File: src/rtl/pwm_bank_pkg.sv
package pwm_bank_pkg;
  localparam int CNT_W    = 16;
  localparam int LEAD_W   = 15;
  localparam int TIM_WORD = 8;  // timing bank starts at word 8 (byte 0x20)

  typedef struct packed {
    logic              en;
    logic [LEAD_W-1:0] lead;
    logic [CNT_W-1:0]  rep;
  } ctrl_t;

  typedef struct packed {
    logic [CNT_W-1:0] hi;
    logic [CNT_W-1:0] lo;
  } timing_t;
endpackage

File: src/rtl/pwm_bank_regs.sv
module pwm_bank_regs
  import pwm_bank_pkg::*;
#(
  parameter int NUM_CH = 6,
  parameter int ADDR_W = 8
) (
  input  logic              clk_i,
  input  logic              rst_ni,
  input  logic              wr_en_i,
  input  logic [ADDR_W-1:0] addr_i,
  input  logic [31:0]       wdata_i,
  output logic [31:0]       rdata_o,
  output ctrl_t             ctrl_o [NUM_CH],
  output timing_t           tim_o  [NUM_CH]
);
  localparam int WIDX_W = ADDR_W - 2;

  logic [WIDX_W-1:0] widx;
  logic              aligned;
  logic [NUM_CH-1:0] hit_ctrl, hit_tim;
  ctrl_t             ctrl_q [NUM_CH];
  timing_t           tim_q  [NUM_CH];
  logic [31:0]       rd_d;

  assign widx    = addr_i[ADDR_W-1:2];
  assign aligned = (addr_i[1:0] == 2'b00);

  for (genvar n = 0; n < NUM_CH; n++) begin : g_reg
    assign hit_ctrl[n] = aligned && (widx == WIDX_W'(n));
    assign hit_tim[n]  = aligned && (widx == WIDX_W'(TIM_WORD + n));

    always_ff @(posedge clk_i or negedge rst_ni) begin
      if (!rst_ni) begin
        ctrl_q[n] <= '0;
        tim_q[n]  <= '0;
      end else if (wr_en_i) begin
        if (hit_ctrl[n]) ctrl_q[n] <= ctrl_t'(wdata_i);
        if (hit_tim[n])  tim_q[n]  <= timing_t'(wdata_i);
      end
    end

    assign ctrl_o[n] = ctrl_q[n];
    assign tim_o[n]  = tim_q[n];
  end

  always_comb begin
    rd_d = '0;
    for (int n = 0; n < NUM_CH; n++) begin
      if (hit_ctrl[n]) rd_d = ctrl_q[n];
      if (hit_tim[n])  rd_d = tim_q[n];
    end
  end

  always_ff @(posedge clk_i or negedge rst_ni) begin
    if (!rst_ni) rdata_o <= '0;
    else         rdata_o <= rd_d;
  end
endmodule

File: src/rtl/pwm_bank_chan.sv
module pwm_bank_chan
  import pwm_bank_pkg::*;
(
  input  logic    clk_i,
  input  logic    rst_ni,
  input  ctrl_t   ctrl_i,
  input  timing_t tim_i,
  output logic    pwm_o
);
  typedef enum logic [2:0] {ST_IDLE, ST_LEAD, ST_HIGH, ST_LOW, ST_DONE} st_e;

  st_e              state_q, state_d;
  logic [CNT_W-1:0] cnt_q, cnt_d;
  logic [CNT_W-1:0] per_q, per_d;
  timing_t          act_q, act_d;
  logic             begin_per, end_per;
  timing_t          bp_val;
  logic [CNT_W:0]   per_next;

  assign per_next = (CNT_W+1)'(per_q) + (CNT_W+1)'(1);

  always_comb begin
    state_d   = state_q;
    cnt_d     = cnt_q;
    per_d     = per_q;
    act_d     = act_q;
    begin_per = 1'b0;
    end_per   = 1'b0;
    bp_val    = act_q;

    unique case (state_q)
      ST_IDLE: begin
        act_d = tim_i;
        per_d = '0;
        if (ctrl_i.lead != '0) begin
          state_d = ST_LEAD;
          cnt_d   = CNT_W'(ctrl_i.lead) - CNT_W'(1);
        end else begin
          begin_per = 1'b1;
          bp_val    = tim_i;
        end
      end
      ST_LEAD: begin
        if (cnt_q != '0) cnt_d = cnt_q - CNT_W'(1);
        else             begin_per = 1'b1;
      end
      ST_HIGH: begin
        if (cnt_q != '0) cnt_d = cnt_q - CNT_W'(1);
        else if (act_q.lo != '0) begin
          state_d = ST_LOW;
          cnt_d   = act_q.lo - CNT_W'(1);
        end else end_per = 1'b1;
      end
      ST_LOW: begin
        if (cnt_q != '0) cnt_d = cnt_q - CNT_W'(1);
        else             end_per = 1'b1;
      end
      default: ;  // ST_DONE holds
    endcase

    if (end_per) begin
      if (ctrl_i.rep != '0 && per_next >= (CNT_W+1)'(ctrl_i.rep)) begin
        state_d = ST_DONE;
      end else begin
        if (ctrl_i.rep != '0) per_d = per_next[CNT_W-1:0];
        act_d     = tim_i;  // shadow takes effect at the boundary
        bp_val    = tim_i;
        begin_per = 1'b1;
      end
    end

    if (begin_per) begin
      if (bp_val.hi != '0) begin
        state_d = ST_HIGH;
        cnt_d   = bp_val.hi - CNT_W'(1);
      end else begin
        state_d = ST_LOW;
        cnt_d   = (bp_val.lo == '0) ? '0 : bp_val.lo - CNT_W'(1);
      end
    end

    if (!ctrl_i.en) state_d = ST_IDLE;
  end

  always_ff @(posedge clk_i or negedge rst_ni) begin
    if (!rst_ni) begin
      state_q <= ST_IDLE;
      cnt_q   <= '0;
      per_q   <= '0;
      act_q   <= '0;
    end else begin
      state_q <= state_d;
      cnt_q   <= cnt_d;
      per_q   <= per_d;
      act_q   <= act_d;
    end
  end

  assign pwm_o = ctrl_i.en && (state_q == ST_HIGH);
endmodule

File: src/rtl/pwm_bank.sv
module pwm_bank
  import pwm_bank_pkg::*;
#(
  parameter int NUM_CH = 6,
  parameter int ADDR_W = 8
) (
  input  logic              clk_i,
  input  logic              rst_ni,
  input  logic              wr_en_i,
  input  logic [ADDR_W-1:0] addr_i,
  input  logic [31:0]       wdata_i,
  output logic [31:0]       rdata_o,
  output logic [NUM_CH-1:0] pwm_o
);
  ctrl_t             ctrl [NUM_CH];
  timing_t           tim  [NUM_CH];
  logic [NUM_CH-1:0] ch_en;

  pwm_bank_regs #(.NUM_CH(NUM_CH), .ADDR_W(ADDR_W)) regs_i (
    .clk_i   (clk_i),
    .rst_ni  (rst_ni),
    .wr_en_i (wr_en_i),
    .addr_i  (addr_i),
    .wdata_i (wdata_i),
    .rdata_o (rdata_o),
    .ctrl_o  (ctrl),
    .tim_o   (tim)
  );

  for (genvar n = 0; n < NUM_CH; n++) begin : g_ch
    assign ch_en[n] = ctrl[n].en;
    pwm_bank_chan chan_i (
      .clk_i  (clk_i),
      .rst_ni (rst_ni),
      .ctrl_i (ctrl[n]),
      .tim_i  (tim[n]),
      .pwm_o  (pwm_o[n])
    );
  end
endmodule

File: config.mk
export PLATFORM = sky130hd
export DESIGN_NAME = pwm_bank
export DESIGN_NICKNAME = d
export VERILOG_FILES = /design/src/rtl/pwm_bank_pkg.sv /design/src/rtl/pwm_bank_regs.sv /design/src/rtl/pwm_bank_chan.sv /design/src/rtl/pwm_bank.sv
export SDC_FILE = /design/constraint.sdc
export NUM_CORES = 2
export LEC_CHECK = 0
export BUFFER_PORTS_ARGS = -buffer_cell sky130_fd_sc_hd__buf_2
export CORE_MARGIN = 2
export CORE_UTILIZATION = 35
export CTS_BUF_LIST = sky130_fd_sc_hd__clkbuf_16
export DETAILED_ROUTE_END_ITERATION = 10
export HOLD_SLACK_MARGIN = 0.15
export SETUP_SLACK_MARGIN = 0.1
export SYNTH_ARGS = -nofsm -noshare
export SYNTH_HDL_FRONTEND = slang
export SYNTH_SLANG_ARGS = --single-unit
File: constraint.sdc
create_clock -name clk_i -period 6.86 [get_ports clk_i]
set_input_delay 0.686 -clock clk_i [delete_from_list [all_inputs] [get_ports clk_i]]
set_output_delay 0.686 -clock clk_i [all_outputs]
set_load 0.03 [all_outputs]
## Word level (Yosys, flattened, before mapping)

Index checks and enable logic that the tools add are counted.

- Equality and inequality tests: 47
- Reduce and logical (&&, ||, !) cells: 98
- Add/subtract/negate cells: 36
- Multiplexer cells: 228
- Magnitude comparators: 6

Operators by type and width:

| kind | count |
|---|---|
| $mux 32 | 54 |
| $mux 16 | 66 |
| $reduce_bool 16->1 | 24 |
| $sub 16x1->16 const B | 24 |
| $pmux 16 s3 | 6 |
| $mux 3 | 42 |
| $add 16x1->17 const B | 6 |
| $ge 17x16->1 | 6 |
| $logic_not 16->1 | 6 |
| $sub 15x1->16 const B | 6 |
| $reduce_bool 15->1 | 6 |
| $mux 1 | 42 |
| $eq 3x2->1 const B | 12 |
| $eq 6x4->1 const B | 6 |
| $ne 3x1->1 const B | 12 |
| $pmux 3 s2 | 6 |
| $logic_and 1x1->1 | 24 |
| $ne 4x1->1 const B | 6 |
| $pmux 1 s2 | 12 |
| $reduce_and 2->1 | 12 |
| $reduce_and 4->1 | 6 |
| $reduce_bool 4->1 | 6 |
| $eq 3x1->1 const B | 6 |
| $logic_not 3->1 | 6 |
| 6 further kinds | 13 |

- Logic and storage cells: 476
- Input port bits: 43
- Register bits: 818
- Output and inout port bits: 38

## Longest topological paths before layout

- Word-level depth: 14
- Mapped depth: 28
- Mapped depth without buffers: 24

## Modules after synthesis

From an unflattened synthesis, not the netlist that was laid out.

- Cell total of the unflattened synthesis: 6073
- Area, all modules: 56097.6 µm²

By module, submodules not included:

| module | times used | cells each | area each (µm²) |
|---|---|---|---|
| pwm_bank_regs | 1 | 1547 | 18830.6 |
| pwm_bank_chan at g_ch[1].chan_i ... | 2 | 750 | 6218.5 |
| pwm_bank_chan at g_ch[0].chan_i | 1 | 764 | 6382.4 |
| pwm_bank_chan at g_ch[4].chan_i | 1 | 761 | 6183.4 |
| pwm_bank_chan at g_ch[5].chan_i | 1 | 745 | 6163.4 |
| pwm_bank_chan at g_ch[3].chan_i | 1 | 756 | 6100.9 |

## Least setup slack after synthesis

Ideal clock, no wire load.

- Path type: register -> register
- From: reg g_ch[5].chan_i.per_q[0]
- To: reg g_ch[5].chan_i.cnt_q[2]
- Stages on the path, launching flop included: 29
- Data required time: 6.756 ns
- Setup time: 0.104 ns
- Arrival time: 6.198 ns
- Path buffers: 5
- Slack: 0.559 ns
- Path through: dfrtp_1 > ha_1 > nand3_1 > nor2_1 > and3_1 > and3_1 > xor2_1 > ha_1 > nand4_1 > nor4_1 > a221o_1 > a31oi_1 > a41o_1 > buf_2 > buf_2 > buf_2 > buf_2 > mux2i_1 > ha_1 > or4b_1 > or3_1 > or4_1 > or2_2 > nor2b_1 > mux2_2 > and2_1 > clkbuf_1 > inv_1 > o311ai_1

- Word-level cells in the longest chain between the ends: 9
- Elaborated cells on any way between the ends: 19

Ends and longest elaborated chain:

| item | RTL line | RTL |
|---|---|---|
| start: declaration | pwm_bank_chan.sv:14 | `logic [CNT_W-1:0] per_q, per_d;` |
| start signal: assignment | pwm_bank_chan.sv:94 | `per_q <= per_d;` |
| $add 16x1->17 (*) | pwm_bank_chan.sv:20 | `assign per_next = (CNT_W+1)'(per_q) + (CNT_W+1)'(1);` |
| $ge 17x16->1 (*) | pwm_bank_chan.sv:62 | `if (ctrl_i.rep != '0 && per_next >= (CNT_W+1)'(ctrl_i.rep)) begin` |
| $logic_and 1x1->1 (*) | pwm_bank_chan.sv:62 |  |
| $mux 32 | pwm_bank_chan.sv:62 |  |
| $mux 32 | pwm_bank_chan.sv:61 | `if (end_per) begin` |
| $sub 16x1->16 / $logic_not 16->1 (equally long branches) | pwm_bank_chan.sv:78 | `cnt_d = (bp_val.lo == '0) ? '0 : bp_val.lo - CNT_W'(1);` |
| $mux 16 | pwm_bank_chan.sv:78 |  |
| $mux 16 | pwm_bank_chan.sv:73 | `if (bp_val.hi != '0) begin` |
| $mux 16 | pwm_bank_chan.sv:72 | `if (begin_per) begin` |
| end signal: assignment | pwm_bank_chan.sv:93 | `cnt_q <= cnt_d;` |
| end: declaration | pwm_bank_chan.sv:13 | `logic [CNT_W-1:0] cnt_q, cnt_d;` |

Every way passes the cells marked *; elsewhere a longest branch is shown, timed or not.
A chain may end at the register's enable or synchronous reset.

## Worst setup path in the final report

- From: reg g_ch[5].chan_i.per_q[2]
- To: reg g_ch[5].chan_i.cnt_q[15]

Same word-level chain as after synthesis.

==> flow_summary.toml <==
[placed_design]
place_congestion = 0.971
placed_cells = 7661
io_buffers = 80
dp_hpwl_microns = 153000
dp_slack_ns = 0.363
dpl-instance-area_sq_um = 56200

[setup_path]
criticalPathCategory = "reg -> reg"
cp_max_fo = 10
timing.rr.start = "g_ch[5].chan_i.per_q[2]$_DFF_PN0_"
ff2ff_setup_slack_ns = 0.56
cp-start-kind = "register"
worstPathRequired_ns = 7.49
end_kind = "register"
ff2ff_path_depth = 22
cp.arrival_ns = 6.93
reg2reg_to = "g_ch[5].chan_i.cnt_q[15]$_DFFE_PN0P_"

[global_route]
overflow = 0
grt_pass1_wl_microns = 302000
grt_max_degree = 165
grt_usage = 0.254
grt_pass1_vias = 44418
antenna_found_initial = 18

[floorplan]
die_w_microns = 395
fp.coreArea_sq_um = 152000
die_h_microns = 395
start_util = 0.352
io_pins = 81
design.die.area_sq_um = 156000
rows = 143

[power_and_ir_drop]
p_seq_frac = 0.345
peakVddDrop_v = 0.000196
p_per_area_nw_per_um2 = 294
p_int_uw = 10700
switching_share = 0.388
leakage_uw = 0.0273
pwr-share-comb = 0.346
clockPowerShare = 0.309
switchingPower_uw = 6800

[routing]
ant_nets = 0
drt_iter0_markers = 5516
wl_per_cell_microns = 25.9
avgViaCountPerCell = 6.01
drc_errors = 0
dr.pass1.iters = 7
num_vias = 47173
routed_wl_microns = 204000

[synthesis]
synthFlopType = "dfrtp_1"
netlist_top_cells_count = "dfrtp_1 (818), mux2_2 (584), nand2_1 (517)"
yosys_warnings = 0
synth_edf_count = 0
synth_top_area_frac = 0.382
ys_seq_area_frac = 0.382
synth_cells = 5780
synth_cell_types = 102
synthesis.nets = 5955
synth_area_sq_um = 53600
synth_top_cells_by_area = "dfrtp_1 (38%), mux2_2 (12%), xnor2_1 (4.6%), nand2_1 (3.6%), xor2_1 (3.3%)"
synth_top_area_cell = "dfrtp_1"
synthMostInstantiatedCell = "dfrtp_1"
async_reset_ff_frac = 1.00
avgSynthCellArea_sq_um = 9.27
ys_seq_elements = 818

[timing]
setup_ws_ns = 0.559
setup_viol = 0
finalHoldViolCount = 0
slew_headroom = 0.221
worstMarginPinSlew_ns = 1.16
grt_setup_unrepaired = "false"
hold_ws_ns = 0.526
tns_ns = 0
fmax_mhz = 159
fin_crit_ns = 6.30
fin_crit_sh = 0.919
report.final.slew_viol_count = 0
fin_worst_skew_ns = 0.0340

[cts]
cts_buffers = 96
cts_tree = "built"
root_buffer = "clkbuf_16"
clkSinkCount = 818
clk_path_buf_depth = 3
postCtsSetupRepairBufs = 0
clkLatencyLatePin_ns = 0.73
worst_setup_hold_path_clk_slew_ns = 0.07
htreeDepth = 3

[min_path]
min_path_cells = 1
hp-start = "g_ch[4].chan_i.act_q[16]$_DFF_PN0_"
hold_end = "g_ch[4].chan_i.act_q[16]$_DFF_PN0_"
holdCritPathClass = "reg -> reg"

[job]
maxCapViolations = 0

[layout]
final_layout_size_suffix_gt1_frac = 0.174
finalNonFillerCells = 7852
design_area_sq_um = 59500
layout.nets = 5905
area_growth_pct = 11.0

[status]
outcome = "finished clean"
==> layout by cell type, fill, tap and decap left out, types with 23 or more instances in the layout <==
master and instances:
a211oi_1 29, a21oi_1 225, a221oi_1 43, a22oi_1 93, a31oi_1 59, and2_1 23, and3_1 50, buf_2 79
buf_4 98, clkbuf_16 97, dfrtp_1 818, ha_1 131, inv_1 186, mux2_2 584, mux2i_1 97, nand2_1 515
nand2b_1 84, nand3_1 227, nand3b_1 29, nand4_1 52, nor2_1 433, nor3_1 201, nor3b_1 24, nor4_1 127
o211ai_1 54, o21ai_0 259, o221ai_1 25, o22ai_1 46, o31ai_1 33, or3_1 82, or4_1 55, xnor2_1 281
xor2_1 201
==> layout make-up <==
class,instances,area (sq um)
well taps,2030,2540
repair buffers,185,1280
inverters,173,649
fillers,15341,92600
flip-flops and latches,818,20500
multi-input cells,4456,31300
diodes,11,27.5
clock inverters,82,837
clock buffers,97,2430
==> routing by layer <==
metal  share of wire  up-vias  GRT usage
met1            0.44    23662      0.363
met2            0.43     2059      0.377
li1                -    21054          -
met4           0.047        8      0.111
met3           0.081      390     0.0430
met5         0.00022        -          0
==> worst max-delay path by stage <==
| stage | start | endpoint | depth (start not counted) |
|---|---|---|---|
| global placement | g_ch[5].chan_i.per_q[0]$_DFF_PN0_ | g_ch[5].chan_i.cnt_q[5]$_DFFE_PN0P_ | 23 |
| detailed placement | g_ch[5].chan_i.per_q[0]$_DFF_PN0_ | g_ch[5].chan_i.cnt_q[5]$_DFFE_PN0P_ | 23 |
| floorplan | g_ch[5].chan_i.per_q[0]$_DFF_PN0_ | g_ch[5].chan_i.cnt_q[2]$_DFFE_PN0P_ | 28 |
| global route | g_ch[5].chan_i.per_q[0]$_DFF_PN0_ | g_ch[5].chan_i.cnt_q[15]$_DFFE_PN0P_ | 23 |
| CTS | g_ch[5].chan_i.per_q[0]$_DFF_PN0_ | g_ch[5].chan_i.cnt_q[5]$_DFFE_PN0P_ | 23 |
| finish | g_ch[5].chan_i.per_q[2]$_DFF_PN0_ | g_ch[5].chan_i.cnt_q[15]$_DFFE_PN0P_ | 22 |
==> through the flow <==
step                utilization  total power, uW
global route              0.391            18300
detailed placement        0.369            12000
global placement          0.369            12000
floorplan                     -            10000
CTS                       0.391            17400
finish                    0.391            17500
==> cells by family (layout without fill, tap and decap cells) <==
family,after synthesis,count (layout),share of synthesized area
AND/OR/NAND/NOR,2017,2017,0.186
AO/OA/AOI/OAI,1136,1136,0.142
flip-flops,818,818,0.382
multiplexers,689,689,0.143
buffers and inverters,506,537,0.0374
XOR/XNOR,482,482,0.0788
adder cells (fa/ha/maj),132,132,0.0308
other,0,11,0
==> timing repair <==
item                                   CTS  global route
setup endpoints to repair                0            22
hold buffers                             1             0
endpoints found under the hold margin   93             0
gates resized for setup                  0             9
==> state kept, by name (all words and copies together), names as in the netlist <==
name,cells
g_ch.chan_i.state_q,18
regs_i.rdata_o,32
g_ch.chan_i.per_q,96
g_ch.chan_i.act_q,192
regs_i.ctrl_o,192
regs_i.tim_o,192
g_ch.chan_i.cnt_q,96
==> worst max-delay path, stage by stage (launching register included) <==
cell and delay [ns]:
dfrtp_1 0.43, nand3_1 0.19, nor2_1 0.19, and3_1 0.39, nand3_1 0.14, xnor2_1 0.17, ha_1 0.32, nand3_1 0.08
nor4_1 0.41, a221o_1 0.24, a31oi_2 0.05, a41o_2 0.36, mux2i_1 0.22, ha_1 0.25, or4b_1 0.49, or3_1 0.37
or4_1 0.48, or2_2 0.35, nor2b_1 0.21, mux2_2 0.25, nand3_2 0.22, a211o_1 0.29, o211ai_1 0.09
==> power by group through the flow <==
stage | logic, uW | registers (uW) | clock network, uW
3_3_place_gp | 5910 | 6090 | 0
2_1_floorplan | 4200 | 5800 | 0
6_report | 6050 | 6040 | 5410
3_5_place_dp | 5910 | 6100 | 0
4_1_cts | 5940 | 6020 | 5490
5_1_grt | 6530 | 6110 | 5690
Power figures use the tool's default switching activity.
